[src/rtl/int_exec_pkg.sv]
package int_exec_pkg;

    localparam logic [5:0] OPC_REG   = 6'd0;
    localparam logic [5:0] OPC_ADDIU = 6'd9;
    localparam logic [5:0] OPC_SLTI  = 6'd10;
    localparam logic [5:0] OPC_SLTIU = 6'd11;
    localparam logic [5:0] OPC_ANDI  = 6'd12;
    localparam logic [5:0] OPC_ORI   = 6'd13;
    localparam logic [5:0] OPC_XORI  = 6'd14;
    localparam logic [5:0] OPC_LUI   = 6'd15;

    localparam logic [5:0] FN_SLL   = 6'd0;
    localparam logic [5:0] FN_SRL   = 6'd2;
    localparam logic [5:0] FN_SLLV  = 6'd4;
    localparam logic [5:0] FN_SRLV  = 6'd6;
    localparam logic [5:0] FN_JR    = 6'd8;
    localparam logic [5:0] FN_MFHI  = 6'd16;
    localparam logic [5:0] FN_MFLO  = 6'd18;
    localparam logic [5:0] FN_MULT  = 6'd24;
    localparam logic [5:0] FN_MULTU = 6'd25;
    localparam logic [5:0] FN_ADDU  = 6'd33;
    localparam logic [5:0] FN_SUBU  = 6'd35;
    localparam logic [5:0] FN_AND   = 6'd36;
    localparam logic [5:0] FN_OR    = 6'd37;
    localparam logic [5:0] FN_XOR   = 6'd38;
    localparam logic [5:0] FN_SLT   = 6'd42;
    localparam logic [5:0] FN_SLTU  = 6'd43;

    typedef enum logic [3:0] {
        K_ZERO, K_ADD, K_SUB, K_AND, K_OR, K_XOR, K_SHL, K_SHR,
        K_LTS, K_LTU, K_PASS_A, K_HI, K_LO, K_UPPER
    } alu_kind_e;

    typedef struct packed {
        alu_kind_e kind;
        logic      use_imm;
        logic      imm_sext;
        logic      var_shift;
        logic      mul_wr;
        logic      mul_signed;
        logic      illegal;
    } dec_t;

endpackage

[src/rtl/int_exec_decode.sv]
module int_exec_decode
    import int_exec_pkg::*;
(
    input  logic [5:0] opcode,
    input  logic [5:0] funct,
    output dec_t       dec
);
    dec_t rtype;

    always_comb begin
        rtype = '0;
        unique case (funct)
            FN_SLL:   rtype.kind = K_SHL;
            FN_SRL:   rtype.kind = K_SHR;
            FN_SLLV:  begin rtype.kind = K_SHL; rtype.var_shift = 1'b1; end
            FN_SRLV:  begin rtype.kind = K_SHR; rtype.var_shift = 1'b1; end
            FN_JR:    rtype.kind = K_PASS_A;
            FN_MFHI:  rtype.kind = K_HI;
            FN_MFLO:  rtype.kind = K_LO;
            FN_MULT:  begin rtype.mul_wr = 1'b1; rtype.mul_signed = 1'b1; end
            FN_MULTU: rtype.mul_wr = 1'b1;
            FN_ADDU:  rtype.kind = K_ADD;
            FN_SUBU:  rtype.kind = K_SUB;
            FN_AND:   rtype.kind = K_AND;
            FN_OR:    rtype.kind = K_OR;
            FN_XOR:   rtype.kind = K_XOR;
            FN_SLT:   rtype.kind = K_LTS;
            FN_SLTU:  rtype.kind = K_LTU;
            default:  rtype.illegal = 1'b1;
        endcase
    end

    always_comb begin
        dec = '0;
        unique case (opcode)
            OPC_REG:   dec = rtype;
            OPC_ADDIU: begin dec.kind = K_ADD; dec.use_imm = 1'b1; dec.imm_sext = 1'b1; end
            OPC_SLTI:  begin dec.kind = K_LTS; dec.use_imm = 1'b1; dec.imm_sext = 1'b1; end
            OPC_SLTIU: begin dec.kind = K_LTU; dec.use_imm = 1'b1; end
            OPC_ANDI:  begin dec.kind = K_AND; dec.use_imm = 1'b1; end
            OPC_ORI:   begin dec.kind = K_OR;  dec.use_imm = 1'b1; end
            OPC_XORI:  begin dec.kind = K_XOR; dec.use_imm = 1'b1; end
            OPC_LUI:   dec.kind = K_UPPER;
            default:   dec.illegal = 1'b1;
        endcase
    end
endmodule

[src/rtl/int_exec_alu.sv]
module int_exec_alu
    import int_exec_pkg::*;
#(
    parameter int XLEN = 32,
    parameter int IMMW = 16
) (
    input  alu_kind_e                  kind,
    input  logic                       use_imm,
    input  logic                       imm_sext,
    input  logic                       var_shift,
    input  logic [$clog2(XLEN)-1:0]    shamt,
    input  logic [XLEN-1:0]            op_a,
    input  logic [XLEN-1:0]            op_b,
    input  logic [IMMW-1:0]            imm,
    input  logic [XLEN-1:0]            hi,
    input  logic [XLEN-1:0]            lo,
    output logic [XLEN-1:0]            result
);
    localparam int SHW = $clog2(XLEN);
    localparam int EXT = XLEN - IMMW;

    logic [XLEN-1:0] imm_wide;
    logic [XLEN-1:0] rhs;
    logic [SHW-1:0]  sh_amt;

    always_comb begin
        imm_wide = imm_sext ? {{EXT{imm[IMMW-1]}}, imm} : {{EXT{1'b0}}, imm};
        rhs      = use_imm ? imm_wide : op_b;
        sh_amt   = var_shift ? op_a[SHW-1:0] : shamt;
        unique case (kind)
            K_ADD:    result = op_a + rhs;
            K_SUB:    result = op_a - rhs;
            K_AND:    result = op_a & rhs;
            K_OR:     result = op_a | rhs;
            K_XOR:    result = op_a ^ rhs;
            K_SHL:    result = op_b << sh_amt;
            K_SHR:    result = op_b >> sh_amt;
            K_LTS:    result = {{(XLEN-1){1'b0}}, ($signed(op_a) < $signed(rhs))};
            K_LTU:    result = {{(XLEN-1){1'b0}}, (op_a < rhs)};
            K_PASS_A: result = op_a;
            K_HI:     result = hi;
            K_LO:     result = lo;
            K_UPPER:  result = {imm, {EXT{1'b0}}};
            default:  result = '0;
        endcase
    end
endmodule

[src/rtl/int_exec_hilo.sv]
module int_exec_hilo #(
    parameter int XLEN = 32
) (
    input  logic            clk,
    input  logic            rst_n,
    input  logic            wr_en,
    input  logic            mul_signed,
    input  logic [XLEN-1:0] op_a,
    input  logic [XLEN-1:0] op_b,
    output logic [XLEN-1:0] hi,
    output logic [XLEN-1:0] lo
);
    localparam int PW = 2 * XLEN;

    logic [PW-1:0] ext_a, ext_b, product;

    always_comb begin
        ext_a   = {{XLEN{mul_signed & op_a[XLEN-1]}}, op_a};
        ext_b   = {{XLEN{mul_signed & op_b[XLEN-1]}}, op_b};
        product = ext_a * ext_b;
    end

    always_ff @(posedge clk or negedge rst_n) begin
        if (!rst_n) begin
            hi <= '0;
            lo <= '0;
        end else if (wr_en) begin
            hi <= product[PW-1:XLEN];
            lo <= product[XLEN-1:0];
        end
    end

    AST_HILO_HOLD: assert property (@(posedge clk) disable iff (!rst_n)
        !wr_en |=> ($stable(hi) && $stable(lo)));
endmodule

[src/rtl/int_exec_unit.sv]
module int_exec_unit
    import int_exec_pkg::*;
#(
    parameter int XLEN = 32,
    parameter int IMMW = 16,
    localparam int SHW = $clog2(XLEN)
) (
    input  logic            clk,
    input  logic            rst_n,
    input  logic            issue_valid,
    input  logic [5:0]      opcode,
    input  logic [5:0]      funct,
    input  logic [SHW-1:0]  shamt,
    input  logic [XLEN-1:0] op_a,
    input  logic [XLEN-1:0] op_b,
    input  logic [IMMW-1:0] imm,
    output logic [XLEN-1:0] result,
    output logic            illegal
);
    dec_t            dec;
    logic [XLEN-1:0] hi_q, lo_q;
    logic [XLEN-1:0] alu_out;

    int_exec_decode u_decode (
        .opcode (opcode),
        .funct  (funct),
        .dec    (dec)
    );

    int_exec_hilo #(.XLEN(XLEN)) u_hilo (
        .clk        (clk),
        .rst_n      (rst_n),
        .wr_en      (issue_valid & dec.mul_wr),
        .mul_signed (dec.mul_signed),
        .op_a       (op_a),
        .op_b       (op_b),
        .hi         (hi_q),
        .lo         (lo_q)
    );

    int_exec_alu #(.XLEN(XLEN), .IMMW(IMMW)) u_alu (
        .kind      (dec.kind),
        .use_imm   (dec.use_imm),
        .imm_sext  (dec.imm_sext),
        .var_shift (dec.var_shift),
        .shamt     (shamt),
        .op_a      (op_a),
        .op_b      (op_b),
        .imm       (imm),
        .hi        (hi_q),
        .lo        (lo_q),
        .result    (alu_out)
    );

    assign illegal = dec.illegal;
    assign result  = alu_out;

    AST_ILLEGAL_ZERO: assert property (@(posedge clk) disable iff (!rst_n)
        illegal |-> (result == '0));
    AST_COMPARE_BOOL: assert property (@(posedge clk) disable iff (!rst_n)
        (dec.kind == K_LTS || dec.kind == K_LTU) |-> (result[XLEN-1:1] == '0));
    AST_UPPER_LOW_ZERO: assert property (@(posedge clk) disable iff (!rst_n)
        (dec.kind == K_UPPER) |-> (result[XLEN-IMMW-1:0] == '0));
    AST_MUL_RESULT_ZERO: assert property (@(posedge clk) disable iff (!rst_n)
        dec.mul_wr |-> (result == '0 && !illegal));
endmodule

[config.mk]
export PLATFORM = sky130hd
export DESIGN_NAME = int_exec_unit
export DESIGN_NICKNAME = d
export VERILOG_FILES = /design/src/rtl/int_exec_pkg.sv /design/src/rtl/int_exec_decode.sv /design/src/rtl/int_exec_alu.sv /design/src/rtl/int_exec_hilo.sv /design/src/rtl/int_exec_unit.sv
export SDC_FILE = /design/constraint.sdc
export NUM_CORES = 2
export LEC_CHECK = 0
export BUFFER_PORTS_ARGS = -buffer_cell sky130_fd_sc_hd__buf_4
export CORE_AREA = 10 10 307 309
export DETAILED_ROUTE_END_ITERATION = 8
export DIE_AREA = 0 0 317 319
export MAX_ROUTING_LAYER = met4
export PLACE_DENSITY = 0.73
export SKIP_LAST_GASP = 1
export SYNTH_ARGS = -nofsm -noshare
export SYNTH_HDL_FRONTEND = slang
export SYNTH_HIERARCHICAL = 1
export SYNTH_SLANG_ARGS = --single-unit
[constraint.sdc]
create_clock -name clk -period 5.2 [get_ports clk]
set_input_delay 0.52 -clock clk [delete_from_list [all_inputs] [get_ports clk]]
set_output_delay 0.52 -clock clk [all_outputs]
set_load 0.1 [all_outputs]
==> out/metrics.yaml <==
finish:
  nets: 8224
  final_util_pct: 71.84
  drive_above_1_share_pct: 25.50
  fill_cells: 6568
  synthToLayoutAreaGrowth_pct: 26.72
  layout_commonest_cell: "inv_1"
  final_cell_mix: "1161 x inv_1, 1081 x fa_1, 1065 x buf_4, 875 x nand2_1, 342 x and2_1"
hold_path:
  min_to: "u_hilo/hi[26]"
  hp-start: "u_hilo/hi[26]"
  holdPathStages: 2
  hold_path.class: "register to register"
drt:
  dr.pass1.iters: 9
  viasPerCell: 5.860
  postRouteAntennaNets: 0
  post_drt_wl_per_cell_um: 25.33
  totalWireLength_um: 199200
  via_count: 46070
  dr.first_iter.drc_count: 4427
  drcViolationCount: 0
synth:
  synth_top_area_share_pct: 45.24
  synth_xor_xnor_area_share_pct: 1.563
  synth_top_family_by_area: "adder cells"
  synth-edff-count: 0
  synth.avg_cell_area_um2: 8.618
  synthMuxAreaShare_pct: 4.287
  ys_seq_area_share_pct: 3.211
  yosys-top-cells-area: "fa_1 45%, inv_1 9.1%, ha_1 7.8%"
  async_flop_share_pct: 100.0
  synth_compound_area_share_pct: 9.596
  synth_warnings: 6
  synth-adder-area-share_pct: 53.06
  synthFlopType: "dfrtp_1"
  syn_area_um2: 49870
  yosys.area_share.simple_pct: 16.41
  ys_ff_latch: 64
  syn_nets: 7326
  synthDistinctLibCells: 99
  synth_cells: 5787
  synth_top_area_cell: "fa_1"
setup_path:
  worstRegToRegCells: 1
  start_kind: "input port"
  r2r_end: "u_hilo/hi[12]"
  cp.arrival_ns: 8.92
  ff2ff_setup_slack_ns: 4.18
  reg2reg_from: "u_hilo/hi[12]"
  endpoint_kind: "register"
  cp.required_ns: 5.45
  max_stage_delay_ns: 0.60
  critPathSlowestCell: "fa_2"
  path_max_fanout: 6
  path_class: "input port to register"
  cpMostUsedCell: "fa_1"
sta:
  fin_crit_ns: 8.669
  setup_viol: 72
  whs_ns: 0.4943
  worstMarginPinSlew_ns: 0.9322
  fmax_ghz: 0.1154
  setup_ws_ns: -3.469
  drv_slew: 0
  hold_violations: 0
  setup-tns-final_ns: -129.69
  rsz0062_at_grt: "true"
  slew_headroom_pct: 37.85
  skew_ns: 0
  period_share_pct: 166.7
placement:
  pre_cts_slack_ns: -4.061
  gp_congestion: 1.104
  io_buffers: 132
  dp.final_hpwl_um: 164000
floorplanning:
  coreArea_um2: 87970
  die_y_um: 319
  rows: 109
  start_util_pct: 56.70
  ios: 133
  dieArea_um2: 101100
  die-width_um: 317
global_routing:
  grt_start_max_net_pins: 67
  met3_usage_pct: 7.491
  use_met2_pct: 63.49
  use_met1_pct: 48.97
  antenna_found_initial: 11
  grt_overflow: 0
  grt.busiest_layer: "met2"
  grt_pass1_vias: 49510
  grt_use_total_pct: 40.43
  grt_pass1_wl_um: 299000
clocking:
  cts.path.max_buffers: 2
  cts.reportedPaths.clkPinSlew_ns: 0.06
  cts_made_buffers: 9
  clockRootBuffer: "clkbuf_16"
  cts_tree: "yes"
  clock-sinks: 64
  clock_latency_ns: 0.37
  h-tree-depth: 3
job:
  cap_violations: 0
status:
  violations: "negative setup slack"
  outcome: "finished, violations left"
[cells in the mapped netlist (33+ instances only)]
master       n
dfrtp_1     64
nor3_1      48
and2_1     363
a21o_1      46
ha_1       312
o211ai_1    35
xnor2_1     75
nor2_1     201
fa_1      1127
inv_1     1204
mux2i_1    123
and3_1      33
a21oi_1    171
a221oi_1    39
nand3_1     69
nand2_1    902
o21ai_0    118
clkbuf_1   294
mux2_2      54
[stage by stage]
| stage | std cells | cell area, um2 |
|---|---|---|
| finish | 7863 | 63200 |
| global route | 7862 | 63200 |
| CTS | 7826 | 62380 |
| detailed placement | 7731 | 59870 |
| global placement | 7731 | 59870 |
| floorplan | 5787 | 50910 |
[cell families after synthesis]
kind of cell,Yosys count
and+or+nand+nor,1754
buffers and inverters,1550
adders and majority gates,1439
AOI/OAI and AO/OA,700
muxes,191
xor gates and xnor gates,89
DFF,64
[critical path: cells and delay by family]
family / cells / cell delay, ns
compound gates: 6 / 1.52
buf+inv: 8 / 0.71
fa+ha+maj: 9 / 4.31
mux: 1 / 0.26
xor+xnor: 1 / 0.16
simple gates: 5 / 1.41
[how the worst max path moves through the flow]
stage	slack [ns]	cells after the start	from	endpoint
final	-3.47	30	opcode[0]	u_hilo/hi[27]
after global routing	-3.65	30	opcode[0]	u_hilo/hi[27]
after CTS	-3.49	32	opcode[0]	u_hilo/hi[27]
after detailed placement	-4.06	30	opcode[0]	u_hilo/hi[27]
after global placement	-4.00	31	opcode[0]	u_hilo/hi[27]
after floorplan	-3.86	28	opcode[0]	u_hilo/hi[27]
[state kept, by name, indices dropped and copies added, names as in the netlist]
register,flops
u_hilo/lo,32
u_hilo/hi,32
[metal layers]
metal  up-vias  part of all wire, %  routed length [um]
li1      19690                    -                   -
met2      2367                   47               93570
met3       602                  8.6               17150
met4         0                  7.1               14060
met1     23420                   37               74390
met5         -                    0                   0
[area by class of cell]
cell class	count	area (um2)	share of cell area [%]
multi-input combinational	4173	44390	70.24
clock inverter	6	92.59	0.1465
antenna	8	20.02	0.03168
clock buffer	10	239.0	0.3781
timing repair buffer	1233	10870	17.19
inverter	1204	4529	7.167
tap	1165	1458	2.306
sequential	64	1602	2.534
[timing repair]
| action | 4_1_cts | 5_1_grt |
|---|---|---|
| gates cloned | 3 | 1 |
| pin swaps | 141 | 96 |
| setup buffers | 83 | 32 |
| resized for setup | 320 | 126 |
| setup endpoints to repair | 79 | 81 |
| hold buffers | 1 | 0 |
| endpoints found under the hold margin | 5 | 0 |
Power is not shown: default switching activity piles up to over one toggle a cycle in this logic, so the estimate is an artifact.
